--- config.mk ---
export PLATFORM = sky130hd
export DESIGN_NAME = trit_msff
export DESIGN_NICKNAME = d
export VERILOG_FILES = /design/src/rtl/trit_msff.sv
export SDC_FILE = /design/constraint.sdc
export NUM_CORES = 1
export LEC_CHECK = 0
export BUFFER_PORTS_ARGS = -buffer_cell sky130_fd_sc_hd__buf_2
export CORE_AREA = 2 2 39 41
export CTS_CLUSTER_DIAMETER = 150
export DETAILED_ROUTE_END_ITERATION = 8
export DIE_AREA = 0 0 41 43
export GPL_ROUTABILITY_DRIVEN = 0
export PLACE_DENSITY_LB_ADDON = 0.3
export SLEW_MARGIN = 20
export SYNTH_ARGS = -nofsm -noshare
export SYNTH_HDL_FRONTEND = slang
export SYNTH_SLANG_ARGS = --single-unit
--- constraint.sdc ---
create_clock -name clk -period 1.6 [get_ports clk]
set_input_delay 0.32 -clock clk [delete_from_list [all_inputs] [get_ports clk]]
set_output_delay 0.32 -clock clk [all_outputs]
set_load 0.1 [all_outputs]
--- src/rtl/trit_msff.sv ---
module trit_msff (
  input  logic       clk,
  input  logic       rst,
  input  logic [1:0] tclk,
  input  logic [1:0] d,
  input  logic       init_en,
  input  logic [1:0] init_trit,
  output logic [1:0] q,
  output logic       q_known,
  output logic       bad_code
);
  localparam logic [1:0] NEG  = 2'b11;
  localparam logic [1:0] ZERO = 2'b00;
  localparam logic [1:0] POS  = 2'b01;
  localparam logic [1:0] ILL  = 2'b10;

  logic [1:0] lo_clk, hi_clk, m_sel, s_sel;
  logic [1:0] m_q, m_in, s_in;
  logic       m_known, m_load, s_load, s_known_in;

  assign lo_clk = (tclk == NEG) ? NEG : ZERO;
  assign hi_clk = (tclk == POS) ? POS : ZERO;

  assign m_sel = init_en ? POS : lo_clk;
  assign s_sel = init_en ? NEG : hi_clk;

  always_comb begin
    m_in = m_q;
    m_load = 1'b0;
    case (m_sel)
      NEG: begin m_in = d;         m_load = (d != ILL); end
      POS: begin m_in = init_trit; m_load = (init_trit != ILL); end
      default: ;
    endcase
  end

  always_comb begin
    s_in = q;
    s_known_in = q_known;
    s_load = 1'b0;
    case (s_sel)
      POS: begin s_in = m_q;       s_known_in = m_known; s_load = 1'b1; end
      NEG: begin s_in = init_trit; s_known_in = 1'b1;    s_load = (init_trit != ILL); end
      default: ;
    endcase
  end

  always_ff @(posedge clk) begin
    if (rst) begin
      m_q <= ZERO;
      m_known <= 1'b0;
    end else if (m_load) begin
      m_q <= m_in;
      m_known <= 1'b1;
    end
  end

  always_ff @(posedge clk) begin
    if (rst) begin
      q <= ZERO;
      q_known <= 1'b0;
    end else if (s_load) begin
      q <= s_in;
      q_known <= s_known_in;
    end
  end

  assign bad_code = (tclk == ILL) || (d == ILL) || (init_en && (init_trit == ILL));

  a_r5_hold_off_high: assert property (@(posedge clk) disable iff (rst)
    (!init_en && tclk != POS) |=> $stable(q));

  a_r3_master_capture: assert property (@(posedge clk) disable iff (rst)
    (!init_en && tclk == NEG && d != ILL) |=> (m_q == $past(d)));

  a_r5_two_step: assert property (@(posedge clk) disable iff (rst)
    (!init_en && tclk == NEG && d != ILL) ##1 (!init_en && tclk == POS) |=> (q == $past(d, 2)));

  a_r7_init_load: assert property (@(posedge clk) disable iff (rst)
    (init_en && init_trit != ILL) |=> (q == $past(init_trit) && q_known && m_q == $past(init_trit)));

  a_r8_known_sticky_low: assert property (@(posedge clk) disable iff (rst)
    (!q_known && !init_en && tclk != POS) |=> !q_known);

  a_r9_no_illegal_out: assert property (@(posedge clk) disable iff (rst)
    1'b1 |=> (q != ILL));
endmodule

Word level (Yosys, flattened, before mapping)
Index checks and enable logic that the tools add are counted.

Bits in registers: 6. Logic and storage cells: 31.

Equality and inequality tests: 11. Muxes and demuxes: 9. Reduce and logical (&&, ||, !) cells: 7.

Operators by type and width (count): $eq 2x2->1 const B (6); $pmux 2 s2 (2); $eq 2x1->1 const B (3); $mux 2 (3); $pmux 1 s2 (3); $ne 2x2->1 const B (2); $reduce_and 2->1 (2); $reduce_bool 2->1 (2); $logic_or 1x1->1 (2); $logic_and 1x1->1 (1); $mux 1 (1).

Logic depth before layout (Yosys ltp)
Gate-level depths: netlist (run 1).

Word-level depth: 6. Depth in mapped cells: 4. Mapped depth without buffers: 3.

Least setup slack after synthesis (run 1)
No wires, ideal clock.

Path type: in2out. From: input init_en. To: output bad_code. Data arrival time: 1.395 ns. Required time: 1.280 ns. Setup slack: -0.115 ns. Stages: 3. Buffers on the path: 1. Cells stage by stage: clkbuf_8 -> nor2b_1 -> a221o_1.

Cells in the longest elaborated chain, start to end: 2.

RTL lines: start: declaration (line 6) `input logic init_en,`; $logic_and 1x1->1 (line 68) `assign bad_code = (tclk == ILL) || (d == ILL) || (init_en && (init_trit == ILL));`; $logic_or 1x1->1 (line 68); end: declaration (line 10) `output logic bad_code`.

No other way between the ends.

Final worst setup path (run 1)
Same ends and word-level chain as after synthesis.

==> results.py, run 1 <==
metrics = {
    "placement": {
        "portBuffers": 12,
        "dp_hpwl_um": 610,
    },
    "critical_path": {
        "critical_path.max_fanout": 4,
        "max_stage_delay_ns": 0.36,
        "critPathBufInv": 2,
        "worstSetupPathType": "in -> out",
        "crit_slowest_cell": "a221o_2",
        "start_kind": "primary input",
        "cp.required_ns": 1.28,
        "end_kind": "output pin",
        "crit_arrival_ns": 1.13,
        "crit_chain": "buf_2 > nor2b_1 > a221o_2 > buf_12",
        "cp_top_family": "compound AO/OA/AOI/OAI gates",
    },
    "power_and_ir_drop": {
        "power.share.clock_pct": 30.4,
        "power_density_nw_per_um2": 944,
        "p_leak_uw": 0.000222,
        "p_switching_uw": 161,
        "comb_power_share_pct": 32.8,
        "intPower_uw": 298,
        "swShare_pct": 35.1,
        "seqPwrFrac_pct": 36.7,
        "power_uw": 459,
        "peakVddDrop_mv": 0.329,
    },
    "synthesis": {
        "netlist_top_cells_area": "dfxtp_1 33%, a2111oi_4 7.5%, nor2b_1 6.8%, a21oi_1 5.5%, a21boi_4 5.1%",
        "synth_top_area_cell": "dfxtp_1",
        "synth.most_common_cell": "dfxtp_1",
        "avgSynthCellArea_sq_um": 9.65,
        "seq_area_frac_synth_pct": 32.8,
        "async_flop_share_pct": 0,
        "synth_seq_cells": 6,
        "synth.top_cell.area_share_pct": 32.8,
        "netlist_area_sq_um": 367,
        "synth_commonest_cells": "6 x dfxtp_1, 4 x a21oi_1, 4 x nor2_1, 4 x nor2b_1, 3 x inv_1",
        "ys_types": 21,
        "yosys_warnings": 0,
        "synth_edf_count": 0,
        "synthCells": 38,
        "synth_flop_cell": "dfxtp_1",
        "syn_nets": 47,
    },
    "clock_network": {
        "clockBufferDepth": 2,
        "cts_tree": "yes",
        "cts_sinks": 6,
        "cts_resized": 0,
        "cts-root-buf": "clkbuf_4",
        "cts_buffers": 3,
        "path_clk_slew_ns": 0.04,
        "cts_hold_buf": 0,
        "clock_latency_ns": 0.24,
        "cts_setup_buffers": 0,
        "h-tree-depth": 1,
    },
    "detailed_routing": {
        "postRouteAntennaNets": 0,
        "via_per_inst": 4.71,
        "wl_met3_um": 38,
        "met2_length_um": 355,
        "drcViolationCount": 0,
        "first_pass_iters": 3,
        "dr.max_layer_used": "met3",
        "drtIter0Drc": 6,
        "totalWireLength_um": 744,
        "num_vias": 330,
        "drt-met1-wl_um": 350,
        "wl_per_cell_um": 10.6,
    },
    "finish": {
        "areaGrowthSynthToFinish_pct": 32.8,
        "diodes": 0,
        "drive_gt1_share_pct": 44.4,
        "nNetsFinal": 65,
        "fillCellCount": 158,
    },
    "floorplanning": {
        "die_y_um": 43,
        "num_rows": 14,
        "io_pins": 13,
        "die_w_um": 41,
        "die_area_sq_um": 1760,
        "core-area_sq_um": 1380,
        "initial_utilization_pct": 26.5,
    },
    "timing": {
        "hold_viol_final": 0,
        "fin_crit_ns": 1.45,
        "maxSlewHeadroom_pct": 68.0,
        "setup_viol": 0,
        "fin_skew_ns": 0.00550,
        "fin_crit_sh_pct": 90.7,
        "tns_ns": 0,
        "rsz0062_at_grt": "no",
        "fmax_ghz": 0.689,
        "whs_ns": 0.358,
        "slew_violations": 0,
        "worst_pin_slew_ns": 0.484,
    },
    "outcome": {
        "status": "completed",
    },
    "min_path": {
        "hold_class": "in -> reg",
    },
    "global_route": {
        "grt_usage_pct": 11.2,
        "overflow": 0,
        "grt_pass1_vias": 315,
        "grt_start_max_net_pins": 8,
        "antenna_found_initial": 0,
        "grt_pass1_wl_um": 1240,
    },
    "flow_run": {
        "drv_cap": 0,
    },
}
metal layers:
layer	vias to the layer above	GRT usage (%)
met2	6	14.7
li1	170	-
met4	0	8.00
met3	0	6.28
met5	-	0
met1	154	12.9
layout by cell type, fill, tap and decap left out, types with 2 or more instances in the layout:
cell      count
a21oi_1       4
nand2_1       2
buf_2        11
buf_4         2
nor2_1        4
nor2b_1       4
dfxtp_1       6
clkbuf_4      3
inv_1         3
worst paths after layout:
| kind | startpoint | depth (start not counted) | to | slack (ns) |
|---|---|---|---|---|
| min | rst | 2 | q[1]$_SDFFE_PP0P_ | 0.36 |
| max reg2reg | m_q[0]$_SDFFE_PP0P_ | 3 | q[0]$_SDFFE_PP0P_ | 0.72 |
| min reg2reg | q_known$_SDFFE_PP0P_ | 2 | q_known$_SDFFE_PP0P_ | 0.45 |
| max | init_en | 4 | bad_code | 0.15 |
flip-flops by register name, summed over array words and instances, names as in the netlist:
signal	cells
m_q	2
q	2
m_known	1
q_known	1
final cells by class:
class | count | area [sq um] | area share (%)
Clock buffer | 3 | 22.5 | 4.63
Inverter | 3 | 11.3 | 2.31
Multi-Input combinational cell | 28 | 223 | 45.8
Tap cell | 16 | 20.0 | 4.11
Sequential cell | 6 | 120 | 24.7
Timing Repair Buffer | 14 | 90.1 | 18.5
metrics by stage:
stage	util, %	instance area, sq um	setup slack (ns)	std cells
2_1_floorplan	-	368	0.0963	38
3_3_place_gp	33.5	464	0.146	67
3_5_place_dp	33.5	464	0.134	67
4_1_cts	35.2	487	0.156	70
5_1_grt	35.2	487	0.131	70
6_report	35.2	487	0.150	70
power by group through the flow:
stage,Sequential [uW],Clock [uW],Combinational [uW]
2_1_floorplan,215,0,67.1
3_3_place_gp,171,0,151
3_5_place_dp,171,0,151
4_1_cts,169,146,152
5_1_grt,170,157,160
6_report,169,140,151
kinds of logic after synthesis:
group / synth area share, %
AOI/OAI and AO/OA: 27.6
buffers and inverters: 6.82
DFF: 32.8
muxes: 5.80
and+or+nand+nor: 27.0
No activity file was read; power rests on OpenSTA's default activity.
==> inputs of run 2 (changes only) <==
- BUFFER_PORTS_ARGS: -buffer_cell sky130_fd_sc_hd__buf_2 -> -buffer_cell sky130_fd_sc_hd__buf_4
==> run 2 against run 1 <==
Register-to-register slack better by 0.04 ns; clock skew shrank 0.0035 ns; worst hold slack worse by 0.064 ns; worst setup slack lost 0.010 ns; critical path type unchanged; largest cell class unchanged; largest power group unchanged; highest routed layer is now met4.
==> results.py, run 2 (synthesis gave the netlist of run 1 again) <==
metrics = {
    "finish": {
        "areaGrowthSynthToFinish_pct": 34.8,
        "largest_registers": "m_q: 2 flops, q: 2 flops",
        "regArea_sq_um": 120,
        "multiInputGateArea_sq_um": 223,
        "nNetsFinal": 64,
        "utilization_pct": 35.7,
        "mostFrequentLayoutCells": "13 x buf_4, 6 x dfxtp_1, 4 x nor2b_1, 4 x nor2_1, 4 x a21oi_1",
        "fillCellCount": 151,
        "layout_commonest_cell": "buf_4",
        "diodes": 0,
        "drive_gt1_share_pct": 43.4,
    },
    "critical_path": {
        "worstSetupPathType": "in -> out",
        "critical_path.max_fanout": 4,
        "cpMostUsedCell": "buf_4",
        "critPathBufInv": 2,
        "cp.depth": 4,
        "cp_top_family": "buffers and inverters",
        "end_kind": "output pin",
        "crit_arrival_ns": 1.14,
        "start_kind": "primary input",
        "max_stage_delay_ns": 0.33,
        "crit_chain": "buf_4 > nor2b_1 > a221o_2 > buf_4",
        "crit_slowest_cell": "a221o_2",
        "reg2regPathDepth": 3,
        "cp.required_ns": 1.28,
    },
    "timing": {
        "worst_pin_slew_ns": 0.283,
        "rsz0062_at_grt": "no",
        "hold_viol_final": 0,
        "fmax_ghz": 0.685,
        "maxSlewHeadroom_pct": 81.1,
        "fin_crit_ns": 1.46,
        "fin_skew_ns": 0.00202,
        "tns_ns": 0,
        "fin_crit_sh_pct": 91.3,
        "slew_violations": 0,
        "setup_viol": 0,
    },
    "detailed_routing": {
        "totalWireLength_um": 758,
        "drcViolationCount": 0,
        "via_per_inst": 4.70,
        "drtIter0Drc": 4,
        "first_pass_iters": 4,
        "num_vias": 324,
        "postRouteAntennaNets": 0,
        "wl_per_cell_um": 11.0,
    },
    "floorplanning": {
        "die_area_sq_um": 1760,
        "core-area_sq_um": 1380,
        "die_w_um": 41,
        "num_rows": 14,
        "io_pins": 13,
        "initial_utilization_pct": 26.5,
        "die_y_um": 43,
    },
    "clock_network": {
        "cts_setup_buffers": 0,
        "cts_tree": "yes",
        "cts_resized": 0,
        "cts-root-buf": "clkbuf_4",
        "clock_latency_ns": 0.25,
        "path_clk_slew_ns": 0.05,
        "cts_buffers": 3,
        "h-tree-depth": 1,
        "cts_sinks": 6,
        "cts_hold_buf": 0,
        "clockBufferDepth": 2,
    },
    "power_and_ir_drop": {
        "intPower_uw": 300,
        "p_switching_uw": 169,
        "power.share.clock_pct": 32.1,
        "peakVddDrop_mv": 0.399,
        "seqPwrFrac_pct": 35.9,
        "swShare_pct": 36.1,
        "p_leak_uw": 0.000220,
        "comb_power_share_pct": 32.0,
        "power_density_nw_per_um2": 951,
    },
    "global_route": {
        "antenna_found_initial": 0,
        "grt_start_max_net_pins": 9,
        "grt_pass1_vias": 320,
        "grt_usage_pct": 11.9,
        "overflow": 0,
        "grt_pass1_wl_um": 1340,
    },
    "outcome": {
        "status": "completed",
    },
    "placement": {
        "dp_hpwl_um": 572,
        "portBuffers": 12,
    },
    "min_path": {
        "min_path_cells": 2,
        "hold_class": "in -> reg",
    },
    "flow_run": {
        "drv_cap": 0,
    },
}
run 2: cell count changes in the layout (fill, tap and decap cells not counted):
cell    delta
buf_4     +11
buf_2     -11
buf_12     -1
run 2: worst register-to-register path, delay by kind of cell, from the launching register on:
kind	cells	cell delay [ns]
flops	1	0.32
simple gates	1	0.05
mux	2	0.37
run 2: cell type report:
| type | instances | share of cell area [%] |
|---|---|---|
| clock buffer | 3 | 4.56 |
| inverter | 3 | 2.28 |
| multi-input combinational | 28 | 45.1 |
| sequential | 6 | 24.3 |
| tap | 16 | 4.05 |
| timing repair buffer | 13 | 19.7 |
run 2: layer usage:
metal | vias to the layer above | share of wire, % | wire length (um) | GRT usage, %
met4 | 0 | 1.6 | 12 | 6.00
met5 | - | 0 | 0 | 0
met2 | 9 | 45 | 344 | 13.8
met1 | 145 | 45 | 340 | 15.4
met3 | 2 | 8.0 | 61 | 9.42
li1 | 168 | - | - | -
run 2: metrics by stage:
step	setup WS (ns)	cell area, sq um	power, uW	hold WS [ns]	instances
after detailed placement	0.138	472	322	0.446	66
after floorplan	0.0963	368	282	0.384	38
after global routing	0.119	494	497	0.287	69
final	0.139	494	470	0.294	69
after CTS	0.136	494	478	0.284	69
after global placement	0.137	472	323	0.451	66
run 2: path summary, 6_finish.rpt:
path                                           start                   end  slack (ns)
worst max-delay path                         init_en              bad_code        0.14
worst min register to register  q_known$_SDFFE_PP0P_  q_known$_SDFFE_PP0P_        0.45
worst min-delay path                             rst     q[1]$_SDFFE_PP0P_        0.29
worst max register to register   m_q[0]$_SDFFE_PP0P_     q[0]$_SDFFE_PP0P_        0.76
run 2: power by group through the flow:
| stage | clock (uW) | combinational [uW] | sequential, uW |
|---|---|---|---|
| 3_3_place_gp | 0 | 151 | 172 |
| 6_report | 151 | 150 | 169 |
| 2_1_floorplan | 0 | 67.1 | 215 |
| 4_1_cts | 158 | 151 | 169 |
| 3_5_place_dp | 0 | 151 | 172 |
| 5_1_grt | 167 | 160 | 170 |
